--- config.mk ---
export PLATFORM = sky130hd
export DESIGN_NAME = ptp_time_counter
export DESIGN_NICKNAME = d
export VERILOG_FILES = /design/src/rtl/tod_pkg.sv /design/src/rtl/tod_ns_accum.sv /design/src/rtl/tod_pps_gen.sv /design/src/rtl/tod_evt_capture.sv /design/src/rtl/ptp_time_counter.sv
export SDC_FILE = /design/constraint.sdc
export NUM_CORES = 1
export LEC_CHECK = 0
export ABC_AREA = 1
export BUFFER_PORTS_ARGS = -buffer_cell sky130_fd_sc_hd__buf_2
export CORE_ASPECT_RATIO = 1.2
export CORE_MARGIN = 8
export CORE_UTILIZATION = 35
export CTS_BUF_LIST = sky130_fd_sc_hd__clkbuf_2
export DETAILED_ROUTE_END_ITERATION = 12
export MAX_ROUTING_LAYER = met4
export PLACE_DENSITY = 0.5
export SETUP_SLACK_MARGIN = 0.05
export SLEW_MARGIN = 20
export SYNTH_ARGS = -nofsm -noshare
export SYNTH_HDL_FRONTEND = slang
export SYNTH_SLANG_ARGS = --single-unit
--- constraint.sdc ---
create_clock -name clk -period 11.9 [get_ports clk]
set_input_delay 1.19 -clock clk [delete_from_list [all_inputs] [get_ports clk]]
set_output_delay 1.19 -clock clk [all_outputs]
set_load 0.02 [all_outputs]
--- src/rtl/tod_pkg.sv ---
package tod_pkg;
  localparam logic [31:0] NS_PER_SEC = 32'd1_000_000_000;
  localparam int AW = 4;

  localparam logic [AW-1:0] A_CTRL     = 4'd0;
  localparam logic [AW-1:0] A_INC_FRAC = 4'd1;
  localparam logic [AW-1:0] A_INC_INT  = 4'd2;
  localparam logic [AW-1:0] A_LD_SEC   = 4'd3;
  localparam logic [AW-1:0] A_LD_NS    = 4'd4;
  localparam logic [AW-1:0] A_HI_FRAC  = 4'd5;
  localparam logic [AW-1:0] A_HI_INT   = 4'd6;
  localparam logic [AW-1:0] A_LO_FRAC  = 4'd7;
  localparam logic [AW-1:0] A_LO_INT   = 4'd8;
  localparam logic [AW-1:0] A_NOW_SEC  = 4'd9;
  localparam logic [AW-1:0] A_NOW_NS   = 4'd10;
  localparam logic [AW-1:0] A_CAP_SEC  = 4'd11;
  localparam logic [AW-1:0] A_CAP_NS   = 4'd12;
  localparam logic [AW-1:0] A_CAP_STAT = 4'd13;

  typedef struct packed {
    logic [31:0] ns;
    logic [31:0] frac;
    logic        roll;
  } ns_step_t;

  typedef struct packed {
    logic [63:0] phase;
    logic        hit;
  } pps_step_t;

  // One increment step of the nanosecond counter, with a single wrap.
  function automatic ns_step_t ns_advance(logic [31:0] ns, logic [31:0] frac,
                                          logic [63:0] inc);
    ns_step_t    r;
    logic [32:0] fsum;
    logic [33:0] nsum;
    fsum   = {1'b0, frac} + {1'b0, inc[31:0]};
    nsum   = {2'b00, ns} + {2'b00, inc[63:32]} + {33'd0, fsum[32]};
    r.roll = (nsum >= {2'b00, NS_PER_SEC});
    r.ns   = r.roll ? 32'(nsum - {2'b00, NS_PER_SEC}) : nsum[31:0];
    r.frac = fsum[31:0];
    return r;
  endfunction

  // One step of the pulse phase towards a 32.32 duration.
  function automatic pps_step_t pps_advance(logic [63:0] phase, logic [63:0] inc,
                                            logic [63:0] dur);
    pps_step_t   r;
    logic [64:0] sum;
    sum     = {1'b0, phase} + {1'b0, inc};
    r.hit   = (sum >= {1'b0, dur});
    r.phase = r.hit ? 64'(sum - {1'b0, dur}) : sum[63:0];
    return r;
  endfunction
endpackage

--- src/rtl/tod_ns_accum.sv ---
module tod_ns_accum
  import tod_pkg::*;
#(
  parameter int SEC_W = 32
) (
  input  logic             clk,
  input  logic             rst_n,
  input  logic             en,
  input  logic [63:0]      inc,
  input  logic             load,
  input  logic [SEC_W-1:0] load_sec,
  input  logic [31:0]      load_ns,
  output logic [SEC_W-1:0] sec,
  output logic [31:0]      ns
);
  logic [SEC_W-1:0] sec_q;
  logic [31:0]      ns_q;
  logic [31:0]      frac_q;
  ns_step_t         nxt;
  logic             roll;

  always_comb nxt = ns_advance(ns_q, frac_q, inc);
  assign roll = en && nxt.roll;

  always_ff @(posedge clk or negedge rst_n) begin
    if (!rst_n) begin
      sec_q  <= '0;
      ns_q   <= '0;
      frac_q <= '0;
    end else if (load) begin
      sec_q  <= load_sec;
      ns_q   <= load_ns;
      frac_q <= '0;
    end else if (en) begin
      ns_q   <= nxt.ns;
      frac_q <= nxt.frac;
      if (nxt.roll) sec_q <= sec_q + 1'b1;
    end
  end

  assign sec = sec_q;
  assign ns  = ns_q;

  // a step from a legal value stays below one billion
  a_r3_ns_in_range: assert property (@(posedge clk) disable iff (!rst_n)
    (en && !load && ns_q < NS_PER_SEC) |=> ns_q < NS_PER_SEC);
  // a wrap adds exactly one second
  a_r3_sec_step: assert property (@(posedge clk) disable iff (!rst_n)
    (roll && !load) |=> sec_q == $past(sec_q) + 1'b1);
  // disabled counter holds
  a_r4_hold: assert property (@(posedge clk) disable iff (!rst_n)
    (!en && !load) |=> ($stable(ns_q) && $stable(sec_q) && $stable(frac_q)));
  // load takes the written value and clears the fraction
  a_r5_load: assert property (@(posedge clk) disable iff (!rst_n)
    load |=> (ns_q == $past(load_ns) && frac_q == 32'd0));
endmodule

--- src/rtl/tod_pps_gen.sv ---
module tod_pps_gen
  import tod_pkg::*;
(
  input  logic        clk,
  input  logic        rst_n,
  input  logic        en,
  input  logic [63:0] inc,
  input  logic [63:0] dur_hi,
  input  logic [63:0] dur_lo,
  input  logic        realign,
  output logic        pps
);
  logic [63:0] phase_q;
  logic        lvl_q;
  pps_step_t   nxt;
  logic        hit;

  always_comb nxt = pps_advance(phase_q, inc, lvl_q ? dur_hi : dur_lo);
  assign hit = en && nxt.hit;

  always_ff @(posedge clk or negedge rst_n) begin
    if (!rst_n) begin
      phase_q <= '0;
      lvl_q   <= 1'b1;
    end else if (realign) begin
      phase_q <= '0;
      lvl_q   <= 1'b1;
    end else if (en) begin
      phase_q <= nxt.phase;
      if (nxt.hit) lvl_q <= ~lvl_q;
    end
  end

  assign pps = lvl_q;

  // level changes only on a duration hit
  a_r7_no_spurious: assert property (@(posedge clk) disable iff (!rst_n)
    (!hit && !realign) |=> $stable(lvl_q));
  a_r7_toggle: assert property (@(posedge clk) disable iff (!rst_n)
    (hit && !realign) |=> lvl_q != $past(lvl_q));
  a_r7_realign: assert property (@(posedge clk) disable iff (!rst_n)
    realign |=> (lvl_q && phase_q == 64'd0));
endmodule

--- src/rtl/tod_evt_capture.sv ---
module tod_evt_capture #(
  parameter int SEC_W = 32
) (
  input  logic             clk,
  input  logic             rst_n,
  input  logic             evt,
  input  logic [SEC_W-1:0] sec,
  input  logic [31:0]      ns,
  input  logic             clr,
  output logic [SEC_W-1:0] cap_sec,
  output logic [31:0]      cap_ns,
  output logic             valid
);
  logic evt_q;
  logic fire;

  assign fire = evt && !evt_q;

  always_ff @(posedge clk or negedge rst_n) begin
    if (!rst_n) begin
      evt_q   <= 1'b0;
      cap_sec <= '0;
      cap_ns  <= '0;
      valid   <= 1'b0;
    end else begin
      evt_q <= evt;
      if (fire) begin
        cap_sec <= sec;
        cap_ns  <= ns;
        valid   <= 1'b1;
      end else if (clr) begin
        valid <= 1'b0;
      end
    end
  end

  // capture sets the flag and holds the time of the edge
  a_r8_fire: assert property (@(posedge clk) disable iff (!rst_n)
    fire |=> (valid && cap_ns == $past(ns)));
  a_r8_clear: assert property (@(posedge clk) disable iff (!rst_n)
    (clr && !fire) |=> !valid);
endmodule

--- src/rtl/ptp_time_counter.sv ---
module ptp_time_counter
  import tod_pkg::*;
#(
  parameter int          SEC_W     = 32,
  parameter logic [63:0] INC_RESET = 64'h0000_000A_0000_0000,
  parameter logic [63:0] HI_RESET  = 64'h1DCD_6500_0000_0000,
  parameter logic [63:0] LO_RESET  = 64'h1DCD_6500_0000_0000
) (
  input  logic             clk,
  input  logic             rst_n,
  input  logic             wr_en,
  input  logic [3:0]       wr_addr,
  input  logic [31:0]      wr_data,
  input  logic             rd_en,
  input  logic [3:0]       rd_addr,
  output logic [31:0]      rd_data,
  input  logic             evt_in,
  output logic             pps_out,
  output logic [SEC_W-1:0] tod_sec,
  output logic [31:0]      tod_ns
);
  logic [31:0]      ctrl_q;
  logic [63:0]      inc_q;
  logic [31:0]      stage_q;
  logic [63:0]      hi_q;
  logic [63:0]      lo_q;
  logic             load;
  logic             cap_clr;
  logic [SEC_W-1:0] cap_sec;
  logic [31:0]      cap_ns;
  logic             cap_valid;

  assign load    = wr_en && (wr_addr == A_LD_NS);
  assign cap_clr = rd_en && (rd_addr == A_CAP_STAT);

  always_ff @(posedge clk or negedge rst_n) begin
    if (!rst_n) begin
      ctrl_q  <= '0;
      inc_q   <= INC_RESET;
      stage_q <= '0;
      hi_q    <= HI_RESET;
      lo_q    <= LO_RESET;
    end else if (wr_en) begin
      case (wr_addr)
        A_CTRL:     ctrl_q         <= wr_data;
        A_INC_FRAC: inc_q[31:0]    <= wr_data;
        A_INC_INT:  inc_q[63:32]   <= wr_data;
        A_LD_SEC:   stage_q        <= wr_data;
        A_HI_FRAC:  hi_q[31:0]     <= wr_data;
        A_HI_INT:   hi_q[63:32]    <= wr_data;
        A_LO_FRAC:  lo_q[31:0]     <= wr_data;
        A_LO_INT:   lo_q[63:32]    <= wr_data;
        default: ;
      endcase
    end
  end

  tod_ns_accum #(.SEC_W(SEC_W)) u_accum (
    .clk      (clk),
    .rst_n    (rst_n),
    .en       (ctrl_q[0]),
    .inc      (inc_q),
    .load     (load),
    .load_sec (SEC_W'(stage_q)),
    .load_ns  (wr_data),
    .sec      (tod_sec),
    .ns       (tod_ns)
  );

  tod_pps_gen u_pps (
    .clk     (clk),
    .rst_n   (rst_n),
    .en      (ctrl_q[0]),
    .inc     (inc_q),
    .dur_hi  (hi_q),
    .dur_lo  (lo_q),
    .realign (load),
    .pps     (pps_out)
  );

  tod_evt_capture #(.SEC_W(SEC_W)) u_cap (
    .clk     (clk),
    .rst_n   (rst_n),
    .evt     (evt_in),
    .sec     (tod_sec),
    .ns      (tod_ns),
    .clr     (cap_clr),
    .cap_sec (cap_sec),
    .cap_ns  (cap_ns),
    .valid   (cap_valid)
  );

  // read map
  always_comb begin
    case (rd_addr)
      A_CTRL:     rd_data = ctrl_q;
      A_INC_FRAC: rd_data = inc_q[31:0];
      A_INC_INT:  rd_data = inc_q[63:32];
      A_LD_SEC:   rd_data = stage_q;
      A_HI_FRAC:  rd_data = hi_q[31:0];
      A_HI_INT:   rd_data = hi_q[63:32];
      A_LO_FRAC:  rd_data = lo_q[31:0];
      A_LO_INT:   rd_data = lo_q[63:32];
      A_NOW_SEC:  rd_data = 32'(tod_sec);
      A_NOW_NS:   rd_data = tod_ns;
      A_CAP_SEC:  rd_data = 32'(cap_sec);
      A_CAP_NS:   rd_data = cap_ns;
      A_CAP_STAT: rd_data = {31'd0, cap_valid};
      default:    rd_data = 32'd0;
    endcase
  end

  // a written increment is held until the next write to it
  a_r6_inc_stable: assert property (@(posedge clk) disable iff (!rst_n)
    !(wr_en && (wr_addr == A_INC_FRAC || wr_addr == A_INC_INT)) |=> $stable(inc_q));
endmodule

==> results of run 1 <==
==> worst min-delay path by stage <==
stage,from,slack (ps),depth (start not counted),endpoint
2_1_floorplan,u_cap.cap_ns[11],450,2,u_cap.cap_ns[11]
3_3_place_gp,u_cap.cap_ns[26],460,2,u_cap.cap_ns[26]
3_5_place_dp,u_pps.phase_q[0],470,2,u_pps.phase_q[0]
4_1_cts,rst_n,6,2,u_accum.frac_q[0]
5_1_grt,wr_addr[0],110,6,hi_q[35]
6_report,wr_addr[0],200,6,hi_q[35]
==> sequential cells by signal (all words and copies together), names as in the netlist, 64 cells and up <==
name	flops
hi_q	64
inc_q	64
lo_q	64
u_pps.phase_q	64
==> routing by layer <==
layer	vias to the layer above	part of all wire	wire length [microns]	global-route usage
li1	18350	-	-	-
met1	18970	0.40	77560	0.3983
met2	1647	0.48	93790	0.5637
met3	412	0.066	12960	0.05605
met4	0	0.056	11020	0.1679
met5	-	0	0	-
==> tightest hold or removal path: cells and delay by family <==
kind            cells  cell delay, ps
compound gates      1              70
buf+inv             2             180
simple gates        3             270
==> cell usage after synthesis (all sizes together) <==
| cell | instances | area, sq um |
|---|---|---|
| o21a | 11 | 82.58 |
| or3 | 1 | 6.260 |
| a21boi | 10 | 75.07 |
| o221a | 1 | 11.26 |
| a211oi | 3 | 22.52 |
| nand4 | 61 | 381.6 |
| fa | 5 | 100.1 |
| xor2 | 83 | 727.0 |
| nand2 | 1579 | 6067 |
| a21oi | 297 | 1486 |
| o21ai | 698 | 3583 |
| nor3 | 41 | 220.2 |
| nor3b | 1 | 7.510 |
| a32o | 1 | 10.01 |
| nand3 | 373 | 1882 |
| dfstp | 29 | 762.0 |
| o22ai | 48 | 300.3 |
| a221oi | 61 | 534.3 |
| nor2 | 359 | 1400 |
| o21bai | 18 | 135.1 |
| dfrtp | 454 | 11360 |
| ha | 193 | 2415 |
| o2111ai | 1 | 8.760 |
| buf | 36 | 210.2 |
| inv | 661 | 2481 |
| a22o | 4 | 35.03 |
| a311oi | 1 | 8.760 |
| or2 | 5 | 31.28 |
| xnor2 | 57 | 499.2 |
| o221ai | 16 | 140.1 |
| nand3b | 28 | 210.2 |
| a41oi | 1 | 8.760 |
| clkinv | 3 | 11.26 |
| and2 | 7 | 45.05 |
| and3 | 4 | 25.02 |
| clkbuf | 152 | 570.6 |
| o211ai | 7 | 52.55 |
| a2111oi | 4 | 35.03 |
| o31ai | 7 | 52.55 |
| a21o | 36 | 270.3 |
| a31oi | 26 | 162.7 |
| nor4 | 13 | 81.33 |
==> cells by family (layout without fill, tap and decap cells) <==
| family | Yosys count | after routing |
|---|---|---|
| buffers and inverters | 852 | 1157 |
| AND/OR/NAND/NOR | 2472 | 2472 |
| AO/OA/AOI/OAI | 1251 | 1251 |
| adder cells (fa/ha/maj) | 198 | 198 |
| other | 0 | 11 |
| XOR/XNOR | 140 | 140 |
| flip-flops | 483 | 483 |
==> layout by cell type, fill, tap and decap left out, drive strengths merged, types with 26 or more instances in the layout <==
master,instances
clkinv,33
xor2,83
clkbuf,213
a21oi,297
o21ai,698
dfstp,29
nand3,373
dlygate4sd3,40
nand3b,28
nand2,1579
buf,203
xnor2,57
ha,193
nor2,359
a221oi,61
nor3,41
nand4,61
dfrtp,454
a21o,36
a31oi,26
o22ai,48
inv,662
==> report_power, final <==
group | internal (uW) | switching, uW
sequential | 2170 | 619
clock | 545 | 844
combinational | 3140 | 7720
total | 5850 | 9180
==> area by class of cell <==
cell class	count	share of cell area
antenna	11	0.0006791
clock inverter	37	0.006328
sequential	483	0.2992
multi-input combinational	4061	0.5236
inverter	664	0.06149
timing repair buffer	243	0.03963
tap	1386	0.04278
clock buffer	213	0.02630
==> metrics by stage <==
stage	hold slack, ps	utilization	worst slack [ps]	total power, uW	instance area [sq um]
after floorplan	452.8	-	7334	9227	36510
after global placement	464.4	0.3726	4537	13500	38790
after detailed placement	470.1	0.3726	4524	13380	38790
after CTS	6.399	0.3891	4328	14860	40510
after global routing	114.4	0.3894	3902	16040	40530
final	199.8	0.3894	4268	15040	40540
==> flow_metrics.tcl, run 1 <==
set metrics [dict create \
    status "complete, no violations" \
    cp_num_buf_inv 4 \
    crit_family "simple AND/OR/NAND/NOR gates" \
    gp_congestion 1.083 \
    fin_cells 7098 \
    std_cell_rows 130 \
    htreeDepth 4 \
    grt_pass1_wl_mm 276.8 \
    reg2reg_slack_ps 4270 \
    fin_nets 5835 \
    synth_cell_types 56 \
    worstPathMaxFanout 57 \
    synth-simple-area-share 0.2837 \
    clkTransAtPathRegs_ps 120 \
    syn_to_final_growth_pct 11.03 \
    cp_common_cell "nand2_1" \
    r2r_start "inc_q[0]" \
    critical_path_class "reg2reg" \
    yosys_warnings 0 \
    clkLatencyLatePin_ps 1550 \
    synthMuxAreaShare 0 \
    cts_resized 0 \
    multi_input_area_sq_um 21230 \
    worstPathRequired_ps 13240 \
    hold_violations 0 \
    grt_antenna_before_repair 12 \
    critical_path.endpoint_type "flop" \
    chipHeight_microns 369.8 \
    hold_class "in2reg" \
    synth-seq-cells 483 \
    clock-sinks 483 \
    dpl.cell_count 6797 \
    syn_nets 5639 \
    synth_xor_area_frac 0.03358 \
    cts_tree "yes" \
    grt_max_degree 162 \
    slowest_stage "nand2_4" \
    rsz0062_at_grt "false" \
    fin_crit_ps 7632 \
    drt-wirelength-per-cell_microns 27.52 \
    die_area_sq_um 114900 \
    ant_nets 0 \
    drv_slew 0 \
    synth_top_family_by_area "simple AND/OR/NAND/NOR gates" \
    die_x_microns 310.8 \
    grt_pass1_vias 38350 \
    vias 39370 \
    fmax_mhz 131.0 \
    io_buffers 141 \
    drtIter0Drc 3653 \
    route.detailed.drc 0 \
    fillCellCount 11610 \
    crit_path_start_kind "flop" \
    syn_inst 5396 \
    cap_violations 0 \
    r2r_end "u_accum.sec[30]" \
    setup_viol 0 \
    num_io_pins 142 \
    setup.worst_path.end "u_accum.sec[30]" \
    cts_max_path_buffers 3 \
    ys_seq_area_frac 0.3320 \
    dpl.hpwl_mm 155.5 \
    synth_area_sq_um 36510 \
    p_leak_uw 0.01996 \
    avgSynthCellArea_sq_um 6.766 \
    max_stage_delay_ps 710 \
    maxSlewHeadroom 0.1438 \
    regArea_sq_um 12130 \
    drt-vias-per-instance 5.547 \
    cts_setup_buffers 0 \
    cp-startpoint "inc_q[0]" \
    cellPowerDensity_nw_per_um2 371.0 \
    r2r_cells 34 \
    numCtsBuffers 139 \
    synth_compound_area_frac 0.1922 \
    fin_crit_sh 0.6413 \
    path_depth 34 \
    coreArea_sq_um 104100 \
    overflow 0 \
    ir_drop_mv 0.4637 \
    cts_hold_buf 40 \
    cp.arrival_ps 8970 \
    clockRootBuffer "clkbuf_2" \
    skew_ps 139.5 \
    tightestPinTransition_ps 1284 \
    first_pass_iters 8 \
    drive_gt1_frac 0.1049 \
    synth-adder-area-share 0.06888 \
    tns_ps 0 \
    wl_mm 195.3 \
    start_util 0.3507 \
    grt_use_total 0.3393 \
]
(Power assumes the default switching activity.)
==> run 2, diff against run 1 <==
PLACE_DENSITY = 0.52   (was 0.5)
clock period = 6.75 ns   (was 11.9 ns; I/O delays follow)
==> run 2 against run 1 <==
Effect of this change: cell count up 1.5%; clock power up 76%; clock skew down 8.7 ps; flip-flop and latch count unchanged; combinational power up 77%; clock-buffer cell count down 2; global-route usage down 0.78 points; power up 77%; via count up 1.6%.
==> flow_metrics.tcl, run 2 (same netlist as run 1, synthesis figures left out) <==
set metrics [dict create \
    status "complete, no violations" \
    wl_mm 191.5 \
    met3_usage 0.05957 \
    drive_gt1_frac 0.1125 \
    maxSlewHeadroom 0.1682 \
    tightestPinTransition_ps 1245 \
    coreArea_sq_um 104100 \
    drt-vias-per-instance 5.554 \
    dpl.hpwl_mm 152.6 \
    slowest_stage "fa_1" \
    fin_crit_ps 6250 \
    grt_use_total 0.3315 \
    r2r_cells 33 \
    syn_to_final_growth_pct 13.77 \
    fmax_mhz 160.0 \
    route.detailed.drc 0 \
    cp.arrival_ps 7650 \
    fillCellCount 11450 \
    num_io_pins 142 \
    clock-sinks 483 \
    cp-startpoint "inc_q[0]" \
    vias 40020 \
    cap_violations 0 \
    min_from "wr_data[29]" \
    final_common_cell "nand2_1" \
    numCtsBuffers 142 \
    critical_path.endpoint_type "flop" \
    grt_pass1_wl_mm 273.2 \
    gp_congestion 1.038 \
    grtUsageMet1 0.3926 \
    clkLatencyLatePin_ps 1550 \
    drt-wirelength-per-cell_microns 26.58 \
    die_x_microns 310.8 \
    ant_nets 0 \
    drtIter0Drc 4259 \
    start_util 0.3507 \
    std_cell_rows 130 \
    grt_antenna_before_repair 19 \
    rsz0062_at_grt "false" \
    first_pass_iters 6 \
    skew_ps 130.8 \
    fin_crit_sh 0.9260 \
    fin_nets 5934 \
    hold_class "in2reg" \
    io_buffers 141 \
    clockRootBuffer "clkbuf_2" \
    chipHeight_microns 369.8 \
    dpl.cell_count 6848 \
    cts_max_path_buffers 3 \
    worstPathRequired_ps 8150 \
    tns_ps 0 \
    hold_depth 4 \
    crit_path_start_kind "flop" \
    ir_drop_mv 0.4020 \
    clkTransAtPathRegs_ps 100 \
    cp_common_cell "nand2_1" \
    max_stage_delay_ps 520 \
    layout_common_cells "nand2_1, o21ai_0, inv_1, dfrtp_1, nand3_1" \
    worstPathMaxFanout 26 \
    setup_viol 0 \
    drv_slew 0 \
    grtUsageMet2 0.5441 \
    hold_violations 0 \
    htreeDepth 4 \
    critical_path_class "reg2reg" \
    grt.busiest_layer "met2" \
    cts_setup_buffers 0 \
    overflow 0 \
    p_leak_uw 0.02048 \
    grt_max_degree 139 \
    die_area_sq_um 114900 \
    cellPowerDensity_nw_per_um2 641.6 \
    r2r_start "inc_q[0]" \
    fin_cells 7205 \
    power_uw 26650 \
    grt_pass1_vias 38960 \
    cts_tree "yes" \
]
run 2: cell types whose count changed in the layout (fill, tap and decap cells not counted), moves of 2 or more:
cell and change:
clkbuf_2 -2, dlygate4sd3_1 +44, buf_4 +42, inv_8 +5, clkinv_1 +4, clkinv_8 +4
clkinv_2 +2, clkinvlp_4 -3, buf_12 +9, diode_2 +2, bufinv_16 -3
run 2: routing by layer:
metal	wire length, microns	share of wire	vias to the layer above
li1	-	-	18590
met1	77650	0.41	19390
met2	90850	0.47	1646
met3	12260	0.064	397
met4	10770	0.056	0
met5	0	0	-
run 2: critical path, delay by kind of cell (launching register included):
family,cells,cell delay [ps]
flip-flops,1,430
adder cells (fa/ha/maj),4,1370
AND/OR/NAND/NOR,22,2670
buffers and inverters,2,490
AO/OA/AOI/OAI,5,1110
run 2: stage by stage:
stage          setup slack, ps  area [sq um]  hold WS, ps  utilization
2_1_floorplan             2184         36510        379.4            -
3_3_place_gp             715.9         39270        465.0       0.3772
3_5_place_dp             595.8         39270        472.4       0.3772
4_1_cts                  539.4         41500        15.36       0.3987
5_1_grt                  83.15         41530        31.09       0.3989
6_report                 499.7         41540        149.7       0.3990
run 2: timing repair:
action | 4_1_cts | 5_1_grt
hold buffers | 85 | 0
resized for setup | 0 | 0
endpoints found under the hold margin | 785 | 0
run 2: path summary, 6_finish.rpt:
| kind | to | slack (ps) |
|---|---|---|
| max | u_accum.sec[29] | 500 |
| max reg2reg | u_accum.sec[29] | 500 |
| min | hi_q[29] | 150 |
| min in group asynchronous | hi_q[50] | 380 |
| min reg2reg | u_cap.cap_sec[31] | 490 |
| max in group asynchronous | u_accum.ns[22] | 5480 |
run 2: layout make-up:
type,count,area [sq um],share of cell area
Clock inverter,48,310.3,0.007470
Multi-Input combinational cell,4061,21220,0.5108
Antenna cell,13,32.53,0.0007832
Inverter,664,2492,0.06000
Clock buffer,211,1056,0.02542
Sequential cell,483,12130,0.2919
Tap cell,1386,1734,0.04175
Timing Repair Buffer,339,2570,0.06187
run 2: power breakdown:
group | switching, uW | internal (uW)
logic | 13200 | 6100
registers | 1090 | 3830
clock network | 1550 | 894
